[config.mk]
export PLATFORM = sky130hd
export DESIGN_NAME = lpm_ctrl
export DESIGN_NICKNAME = d
export VERILOG_FILES = /design/src/rtl/lpm_pkg.sv /design/src/rtl/lpm_mode_regs.sv /design/src/rtl/lpm_fsm.sv /design/src/rtl/lpm_clk_decode.sv /design/src/rtl/lpm_ctrl.sv
export SDC_FILE = /design/constraint.sdc
export NUM_CORES = 1
export LEC_CHECK = 0
export ABC_AREA = 1
export BUFFER_PORTS_ARGS = -buffer_cell sky130_fd_sc_hd__buf_4
export CORE_AREA = 2 2 39 41
export CTS_CLUSTER_DIAMETER = 150
export DETAILED_ROUTE_END_ITERATION = 16
export DIE_AREA = 0 0 41 43
export PLACE_DENSITY_LB_ADDON = 0.05
export SLEW_MARGIN = 20
export SYNTH_ARGS = -nofsm -noshare
export SYNTH_HDL_FRONTEND = slang
export SYNTH_SLANG_ARGS = --single-unit
[constraint.sdc]
create_clock -name clk -period 2.8 [get_ports clk]
set_input_delay 0.42 -clock clk [delete_from_list [all_inputs] [get_ports clk]]
set_output_delay 0.42 -clock clk [all_outputs]
set_load 0.01 [all_outputs]
[src/rtl/lpm_pkg.sv]
package lpm_pkg;

    typedef enum logic [1:0] {
        PS_RUN  = 2'd0,
        PS_IDLE = 2'd1,
        PS_STBY = 2'd2,
        PS_HALT = 2'd3
    } pwr_state_e;

    typedef struct packed {
        logic pdn;   // power-down enable
        logic sel;   // 1: deep stop, 0: shallow stop
    } mode_bits_t;

    localparam int NUM_DOM    = 5;
    localparam int DOM_CPU    = 0;
    localparam int DOM_PERIPH = 1;
    localparam int DOM_TMR    = 2;
    localparam int DOM_OSC    = 3;
    localparam int DOM_WDT    = 4;

    // State entered on an idle request.
    function automatic pwr_state_e sleep_target(mode_bits_t m, logic strap_dis);
        if (strap_dis || !m.pdn) return PS_IDLE;
        else if (m.sel)          return PS_HALT;
        else                     return PS_STBY;
    endfunction

    // Whether clock domain d keeps running in state s.
    function automatic logic dom_alive(pwr_state_e s, int d);
        case (s)
            PS_RUN:  return 1'b1;
            PS_IDLE: return (d != DOM_CPU);
            PS_STBY: return (d == DOM_TMR) || (d == DOM_OSC);
            default: return 1'b0;
        endcase
    endfunction

    function automatic logic is_deep(pwr_state_e s);
        return (s == PS_STBY) || (s == PS_HALT);
    endfunction

endpackage

[src/rtl/lpm_mode_regs.sv]
module lpm_mode_regs
    import lpm_pkg::*;
(
    input  logic       clk,
    input  logic       rst,
    input  logic       wr_i,
    input  mode_bits_t wr_val_i,
    input  logic       priv_dis_i,
    input  logic       strap_dis_i,
    output mode_bits_t mode_o
);
    logic wr_ok;

    always_comb wr_ok = wr_i && !priv_dis_i && !strap_dis_i;

    always_ff @(posedge clk) begin
        if (rst)        mode_o <= '0;
        else if (wr_ok) mode_o <= wr_val_i;
    end
endmodule

[src/rtl/lpm_fsm.sv]
module lpm_fsm
    import lpm_pkg::*;
#(
    parameter int NUM_TMR_SRC = 5
) (
    input  logic                   clk,
    input  logic                   rst,
    input  logic                   idle_req_i,
    input  pwr_state_e             target_i,
    input  logic                   ext_irq_i,
    input  logic                   ext_en_i,
    input  logic                   hard_wd_i,
    input  logic [NUM_TMR_SRC-1:0] tmr_irq_i,
    output pwr_state_e             state_o,
    output logic                   wake_o
);
    pwr_state_e nxt;
    logic       ext_q;
    logic       tmr_q;
    logic       wake;

    always_comb begin
        ext_q = ext_irq_i && (ext_en_i || (hard_wd_i && is_deep(state_o)));
        tmr_q = |tmr_irq_i;
        case (state_o)
            PS_IDLE, PS_STBY: wake = ext_q || tmr_q;
            PS_HALT:          wake = ext_q;
            default:          wake = 1'b0;
        endcase
        nxt = state_o;
        if (state_o == PS_RUN) begin
            if (idle_req_i) nxt = target_i;
        end else if (wake) begin
            nxt = PS_RUN;
        end
    end

    always_ff @(posedge clk) begin
        if (rst) begin
            state_o <= PS_RUN;
            wake_o  <= 1'b0;
        end else begin
            state_o <= nxt;
            wake_o  <= (state_o != PS_RUN) && wake;
        end
    end
endmodule

[src/rtl/lpm_clk_decode.sv]
module lpm_clk_decode
    import lpm_pkg::*;
(
    input  pwr_state_e         state_i,
    output logic [NUM_DOM-1:0] en_o
);
    for (genvar d = 0; d < NUM_DOM; d++) begin : g_dom
        assign en_o[d] = dom_alive(state_i, d);
    end
endmodule

[src/rtl/lpm_ctrl.sv]
module lpm_ctrl
    import lpm_pkg::*;
#(
    parameter int NUM_TMR_SRC = 5
) (
    input  logic                   clk,
    input  logic                   rst,
    input  logic                   idle_req,
    input  logic                   cfg_wr,
    input  logic                   cfg_pdn,
    input  logic                   cfg_sel,
    input  logic                   priv_dis,
    input  logic                   lp_strap_dis,
    input  logic                   hard_wd_cfg,
    input  logic                   ext_irq_req,
    input  logic                   ext_irq_en,
    input  logic [NUM_TMR_SRC-1:0] tmr_irq_req,
    output logic                   mode_pdn,
    output logic                   mode_sel,
    output logic                   cpu_clk_en,
    output logic                   periph_clk_en,
    output logic                   tmr_clk_en,
    output logic                   osc_en,
    output logic                   wdt_clk_en,
    output logic [1:0]             cur_mode,
    output logic                   wake_pulse
);
    mode_bits_t         mode;
    mode_bits_t         wr_val;
    pwr_state_e         state;
    logic [NUM_DOM-1:0] dom_en;

    assign wr_val = '{pdn: cfg_pdn, sel: cfg_sel};

    lpm_mode_regs u_regs (
        .clk         (clk),
        .rst         (rst),
        .wr_i        (cfg_wr),
        .wr_val_i    (wr_val),
        .priv_dis_i  (priv_dis),
        .strap_dis_i (lp_strap_dis),
        .mode_o      (mode)
    );

    lpm_fsm #(.NUM_TMR_SRC(NUM_TMR_SRC)) u_fsm (
        .clk        (clk),
        .rst        (rst),
        .idle_req_i (idle_req),
        .target_i   (sleep_target(mode, lp_strap_dis)),
        .ext_irq_i  (ext_irq_req),
        .ext_en_i   (ext_irq_en),
        .hard_wd_i  (hard_wd_cfg),
        .tmr_irq_i  (tmr_irq_req),
        .state_o    (state),
        .wake_o     (wake_pulse)
    );

    lpm_clk_decode u_dec (
        .state_i (state),
        .en_o    (dom_en)
    );

    assign mode_pdn      = mode.pdn;
    assign mode_sel      = mode.sel;
    assign cur_mode      = state;
    assign cpu_clk_en    = dom_en[DOM_CPU];
    assign periph_clk_en = dom_en[DOM_PERIPH];
    assign tmr_clk_en    = dom_en[DOM_TMR];
    assign osc_en        = dom_en[DOM_OSC];
    assign wdt_clk_en    = dom_en[DOM_WDT];
endmodule

==> results of run 1 <==
[cell families (layout without fill, tap and decap cells)]
kind of cell	after synthesis	in the layout	share of synthesized area (%)
flip-flops	5	5	31.3
adder cells (fa/ha/maj)	4	4	15.6
AO/OA/AOI/OAI	6	6	11.7
AND/OR/NAND/NOR	19	19	27.3
buffers and inverters	10	37	14.1
[layer usage]
layer / part of all wire [%] / wire length (um) / vias up
met5: 0 / 0 / -
met1: 41 / 319 / 148
met2: 53 / 411 / 10
met4: 0 / 0 / 0
li1: - / - / 192
met3: 6.2 / 48 / 0
[power breakdown]
part | internal, mW | total [mW] | switching (mW)
logic | 0.0308 | 0.0525 | 0.0217
clock network | 0.0538 | 0.0815 | 0.0277
registers | 0.0748 | 0.0781 | 0.00325
total | 0.159 | 0.212 | 0.0526
[layout make-up]
class / count / area share (%)
timing repair buffer: 25 / 34.8
multi-input combinational: 29 / 32.5
sequential: 5 / 18.6
inverter: 8 / 5.57
clock buffer: 4 / 4.87
tap: 16 / 3.71
[state kept, by name, summed over array words and instances, names as in the netlist]
signal,flops
u_fsm.state_o,2
u_fsm.wake_o,1
u_regs.mode_o,2
[final timing paths]
| check | from | endpoint | slack (ns) | cells after the start |
|---|---|---|---|---|
| worst max-delay path | u_fsm.state_o[0] | periph_clk_en | 0.97 | 4 |
| worst min-delay path | rst | u_fsm.state_o[0] | 0.38 | 2 |
| worst max register to register | u_fsm.state_o[0] | u_fsm.state_o[1] | 1.51 | 9 |
| worst min register to register | u_regs.mode_o[0] | u_regs.mode_o[0] | 0.48 | 2 |
[cells in the final DEF, fill, tap and decap left out, drive strengths merged]
| cell | netlist | layout |
|---|---|---|
| a21oi | 2 | 2 |
| clkbuf | 0 | 4 |
| o21ai | 1 | 1 |
| inv | 8 | 8 |
| ha | 4 | 4 |
| nand2 | 6 | 6 |
| nand3 | 3 | 3 |
| dfxtp | 5 | 5 |
| nor2 | 7 | 7 |
| buf | 2 | 25 |
| nand3b | 2 | 2 |
| o31ai | 1 | 1 |
| or2 | 1 | 1 |
| a211oi | 2 | 2 |
[through the flow]
step	instance area [sq um]	setup WS [ns]
2_1_floorplan	320	1.13
3_3_place_gp	513	1.24
3_5_place_dp	513	1.20
4_1_cts	539	0.946
5_1_grt	539	0.878
6_report	539	0.973
==> reports/metrics.cfg, run 1 <==
[finish]
area_growth_pct = 68.4
multi_input_comb_area_sq_um = 175
fin_util_pct = 39.0
n_antenna_cell = 0
fill_cells = 150
fin_cells = 87
nNetsFinal = 92
drive_gt1_share_pct = 42.3
seqCellArea_sq_um = 100

[sta]
drv_slew = 0
max_slew.worst_pin.slew_ns = 0.205
hold_viol = 0
tns_ns = 0
setup_viol_count_final = 0
fmax_ghz = 0.547
relSlewSlack_pct = 86.2
final.setup_skew_ns = 0.00182
rsz0062_at_grt = false
fin_crit_ns = 1.83
whs_ns = 0.383
period_share_pct = 65.2

[placement]
hpwl_um = 659
dp_cells = 83
io_buffers = 25
routabilityCongestion = 0.585

[setup_path]
crit_type = reg -> out
path_max_fanout = 5
path_buf_inv = 2
path_cells = inv_1, ha_1, or2_2, buf_4
crit_path_end_kind = primary output
critPathMaxStageDelay_ns = 0.39
worst_ep_required_time_ns = 2.38
cp_top_family = flip-flops
crit_arrival_ns = 1.41
crit_slowest_cell = dfxtp_1
critPathLaunchType = flop

[floorplanning]
rows = 14
die_w_um = 41
ioPinCount = 26
die_h_um = 43
coreArea_sq_um = 1380
start_util_pct = 23.1
dieArea_sq_um = 1760

[clocking]
post-cts-setup-buffers = 0
clkTransAtPathRegs_ns = 0.04
clockBufferDepth = 2
tritoncts = built
numCtsBuffers = 3
cts.sinks = 5
ctsResizeCount = 0
htree_levels = 1
cts_hold_buf = 0
cts_root_buffer = clkbuf_4
worstSkewPairLatency_ns = 0.24

[detailed_routing]
dr_total_vias = 350
drt-total-wl_um = 779
wire_per_inst_um = 8.95
vias_per_cell = 4.02
ant_nets = 0
route.detailed.drc = 0
drt-initial-drc-count = 2
dr.pass1.iters = 2

[status]
status = complete, no violations

[pwr]
p_leak_nw = 0.273
finalPower_mw = 0.212
p_per_area_nw_per_um2 = 393
vdd_drop_max_mv = 0.232

[synthesis]
synth.largest_area_cell = dfxtp_1
netlist_top_cells_area = dfxtp_1, ha_1, inv_1
syn_inst = 44
ys_types = 14
synth.top_cell.area_share_pct = 31.3
synth_edf_count = 0
yosysSeqAreaShare_pct = 31.3
synthesis.nets = 64
ys.flop_type = dfxtp_1
ys_top_cells_by_count = inv_1, nor2_1, dfxtp_1, nand2_1, ha_1
async_flop_share_pct = 0
synth.most_common_cell = inv_1
synth.avg_cell_area_sq_um = 7.28
synth_warnings = 0
ys_seq_elements = 5
synth_area_sq_um = 320

[grt]
gr-usage-all-layers_pct = 10.6
use_met1_pct = 10.7
grt_pass1_vias = 347
grt_max_degree = 6
grt_pass1_wl_um = 1240
grtUsageMet2_pct = 17.8
antenna_found_initial = 0
busiest_layer = met2
global_route.usage.met3_pct = 1.57
grt-ovfl-total = 0

[flow_run]
drv_cap = 0

[min_path]
hold_path_class = in -> reg

Power figures use the tool's default switching activity.
==> run 2, diff against run 1 <==
Clock period 2.8 ns to 1.9 ns, I/O delays scaled along.
==> run 2 against run 1 <==
Compared with the run above:
- sequential share of layout area is the same
- die area stayed put
- combinational power rose by 48%
- largest power group unchanged
- register-to-register slack got worse by 0.91 ns
- clock power increased by 46%
- critical path depth stayed put
- final cell count unchanged
- largest cell class unchanged
- setup slack lost 0.77 ns
- clock skew barely moved
==> reports/metrics.cfg, run 2 (synthesis gave the netlist of run 1 again) <==
[status]
status = complete, no violations

[placement]
io_buffers = 25
hpwl_um = 658
place_area_sq_um = 513
routabilityCongestion = 0.585

[clocking]
tritoncts = built
ctsResizeCount = 0
clockBufferDepth = 2
clkTransAtPathRegs_ns = 0.04
post-cts-setup-buffers = 0
cts_hold_buf = 0
numCtsBuffers = 3
cts_root_buffer = clkbuf_4
htree_levels = 1
cts.sinks = 5
worstSkewPairLatency_ns = 0.23

[flow_run]
drv_cap = 0

[grt]
gr-usage-all-layers_pct = 10.0
grt-ovfl-total = 0
grt_pass1_wl_um = 1220
grt_pass1_vias = 315
antenna_found_initial = 0
grt_max_degree = 6

[setup_path]
critPathLaunchType = flop
crit_type = reg -> out
worst_ep_required_time_ns = 1.62
path_max_fanout = 5
crit_path_end_kind = primary output
crit_arrival_ns = 1.41

[pwr]
p_sw_share_pct = 24.7
intPower_mw = 0.235
finalPower_mw = 0.312
p_clk_share_pct = 38.2
combPwrFrac_pct = 25.0
p_per_area_nw_per_um2 = 579
seqPwrFrac_pct = 36.8
vdd_drop_max_mv = 0.279
p_leak_nw = 0.273
power.switching_mw = 0.0770

[floorplanning]
start_util_pct = 23.1
rows = 14
coreArea_sq_um = 1380
ioPinCount = 26
die_w_um = 41
dieArea_sq_um = 1760
die_h_um = 43

[finish]
drive_gt1_share_pct = 42.3
n_antenna_cell = 0
layout_common_cells = buf_4, inv_1, nor2_1
finalInstanceArea_sq_um = 539
fin_util_pct = 39.0
area_growth_pct = 68.4
nNetsFinal = 92
final_common_cell = buf_4
reg_top3 = u_fsm.state_o (2), u_regs.mode_o (2), u_fsm.wake_o (1)

[detailed_routing]
route.detailed.drc = 0
wire_per_inst_um = 8.93
vias_per_cell = 4.03
dr.pass1.iters = 4
drt-initial-drc-count = 4
dr_total_vias = 351
drt-total-wl_um = 777
ant_nets = 0

[sta]
max_slew.worst_pin.slew_ns = 0.221
drv_slew = 0
period_share_pct = 89.4
relSlewSlack_pct = 85.1
setup_viol_count_final = 0
fin_crit_ns = 1.70
tns_ns = 0
rsz0062_at_grt = false
final.setup_skew_ns = 0.00135
fmax_ghz = 0.588
hold_viol = 0

[min_path]
hold_path_class = in -> reg

run 2: cell counts in the layout (fill, tap and decap cells not counted):
Identical to the previous run, type by type.
run 2: path summary, 6_finish.rpt:
path	cells after the start	start	to	slack (ns)
max	4	u_fsm.state_o[0]	periph_clk_en	0.20
min	2	rst	u_fsm.state_o[0]	0.25
max reg2reg	7	u_fsm.state_o[0]	u_fsm.state_o[1]	0.60
min reg2reg	2	u_regs.mode_o[0]	u_regs.mode_o[0]	0.47
run 2: power by group through the flow:
| stage | Combinational, mW | Sequential, mW | Clock, mW |
|---|---|---|---|
| 2_1_floorplan | 0.0333 | 0.118 | 0 |
| 3_3_place_gp | 0.0784 | 0.117 | 0 |
| 3_5_place_dp | 0.0790 | 0.117 | 0 |
| 4_1_cts | 0.0791 | 0.115 | 0.125 |
| 5_1_grt | 0.0888 | 0.116 | 0.135 |
| 6_report | 0.0779 | 0.115 | 0.119 |
run 2: worst max-delay path, cell delays in order (launching register included):
cell and delay, ns:
dfxtp_1 0.40, inv_1 0.08, ha_1 0.24, or2_2 0.31, buf_4 0.15
run 2: metrics by stage:
step                      instances  setup slack, ns  hold WS (ns)
after global placement           83            0.475         0.476
after floorplan                  44            0.362         0.354
after CTS                        87            0.190         0.242
final                            87            0.200         0.248
after global routing             87           0.0942         0.248
after detailed placement         83            0.443         0.464
run 2: layout make-up:
class                   instances  area [sq um]
flip-flops and latches          5           100
repair buffers                 25           188
fillers                       157           845
inverters                       8          30.0
well taps                      16          20.0
clock buffers                   4          26.3
multi-input cells              29           175
run 2: metal layers:
layer	vias up	global-route usage, %	routed length, um
li1	191	-	-
met1	146	12.2	301
met2	14	16.6	406
met3	0	1.57	69
met4	0	4.00	0
met5	-	0	0
==> run 3, diff against run 2 <==
Settings changed: MAX_ROUTING_LAYER from default to met4.
==> run 3 against run 2 <==
Compared with the run above:
- core utilization did not move
- clock skew did not move
- cell area did not move
- global-route usage rose by 0.25 points
- sequential power barely moved
- total power did not move
- critical endpoint unchanged
- first-iteration DRC count did not move
==> reports/metrics.cfg, run 3 (synthesis gave the netlist of run 1 again) <==
[setup_path]
crit_arrival_ns = 1.41
crit_path_end = periph_clk_en
critPathLaunchType = flop
path_cells = inv_1, ha_1, or2_2, buf_4
reg2reg_depth = 7
critPathMaxStageDelay_ns = 0.40
crit_path_end_kind = primary output
cp_top_family = flip-flops
timing.rr.end = u_fsm.state_o[1]
crit_start = u_fsm.state_o[0]
path_buf_inv = 2
r2r_slack_ns = 0.60
path_max_fanout = 5
crit_type = reg -> out
path_depth = 4
r2r_start = u_fsm.state_o[0]
worst_ep_required_time_ns = 1.62
crit_slowest_cell = dfxtp_1

[placement]
io_buffers = 25
hpwl_um = 658
dp_slack_ns = 0.443
routabilityCongestion = 0.589
place_area_sq_um = 513

[pwr]
p_per_area_nw_per_um2 = 579
p_leak_nw = 0.273
vdd_drop_max_mv = 0.279

[finish]
layout_common_cells = buf_4, inv_1, nor2_1
reg_top3 = u_fsm.state_o (2), u_regs.mode_o (2), u_fsm.wake_o (1)
area_growth_pct = 68.4
fin_util_pct = 39.0
n_antenna_cell = 0
finalInstanceArea_sq_um = 539
drive_gt1_share_pct = 42.3
final_common_cell = buf_4
nNetsFinal = 92
fill_cells = 157

[grt]
gr-usage-all-layers_pct = 10.3
grt-ovfl-total = 0
antenna_found_initial = 0
grt_pass1_vias = 316
grt_pass1_wl_um = 1210
grt_max_degree = 6

[clocking]
cts.sinks = 5
cts_root_buffer = clkbuf_4
htree_levels = 1
post-cts-setup-buffers = 0
clkTransAtPathRegs_ns = 0.04
tritoncts = built
clockBufferDepth = 2
worstSkewPairLatency_ns = 0.23
numCtsBuffers = 3
cts_hold_buf = 0
ctsResizeCount = 0

[detailed_routing]
vias_per_cell = 4.05
dr.pass1.iters = 4
dr_total_vias = 352
drt-initial-drc-count = 4
ant_nets = 0
drt-total-wl_um = 777
route.detailed.drc = 0
wire_per_inst_um = 8.93

[min_path]
hold_path_class = in -> reg

[sta]
rsz0062_at_grt = false
hold_viol = 0
tns_ns = 0
max_slew.worst_pin.slew_ns = 0.221
fin_crit_ns = 1.70
setup_viol_count_final = 0
drv_slew = 0
fin_ws_ns = 0.201
whs_ns = 0.248
fmax_ghz = 0.589
final.setup_skew_ns = 0.00135
relSlewSlack_pct = 85.1
period_share_pct = 89.4

[floorplanning]
ioPinCount = 26
die_h_um = 43
start_util_pct = 23.1
dieArea_sq_um = 1760
die_w_um = 41
rows = 14
coreArea_sq_um = 1380

[status]
status = complete, no violations

[flow_run]
drv_cap = 0

[run 3: cell counts in the layout (fill, tap and decap cells not counted)]
No cell type changed its count.
[run 3: worst min path at each step]
stage / from / end / slack, ns / depth (start not counted)
final: rst / u_fsm.state_o[0] / 0.25 / 2
after global routing: rst / u_fsm.state_o[0] / 0.25 / 2
after CTS: rst / u_fsm.state_o[0] / 0.24 / 2
after detailed placement: u_regs.mode_o[0] / u_regs.mode_o[0] / 0.46 / 2
after global placement: u_regs.mode_o[0] / u_regs.mode_o[0] / 0.48 / 2
after floorplan: rst / u_fsm.state_o[0] / 0.35 / 1
[run 3: metrics by stage]
stage | std cells | total power [mW]
global placement | 83 | 0.195
detailed placement | 83 | 0.196
global route | 87 | 0.340
CTS | 87 | 0.319
floorplan | 44 | 0.152
finish | 87 | 0.312
[run 3: per-layer routing]
layer	part of all wire [%]	track usage (%)	routed length (um)	up-vias
met5	0	-	0	-
met4	0	4.00	0	0
met3	8.9	1.57	69	0
met2	52	16.6	405	14
met1	39	12.2	302	147
li1	-	-	-	191
[run 3: cell type report]
cell class	count	area (sq um)	share of cell area (%)
clock buffer	4	26.3	4.87
tap	16	20.0	3.71
inverter	8	30.0	5.57
sequential	5	100	18.6
timing repair buffer	25	188	34.8
multi-input combinational	29	175	32.5
[run 3: power breakdown]
| part | switching, mW | total [mW] | internal, mW | leakage, nW |
|---|---|---|---|---|
| clock | 0.0400 | 0.119 | 0.0792 | 0.0150 |
| sequential | 0.00467 | 0.115 | 0.110 | 0.0408 |
| combinational | 0.0324 | 0.0779 | 0.0456 | 0.217 |
| total | 0.0770 | 0.312 | 0.235 | 0.273 |
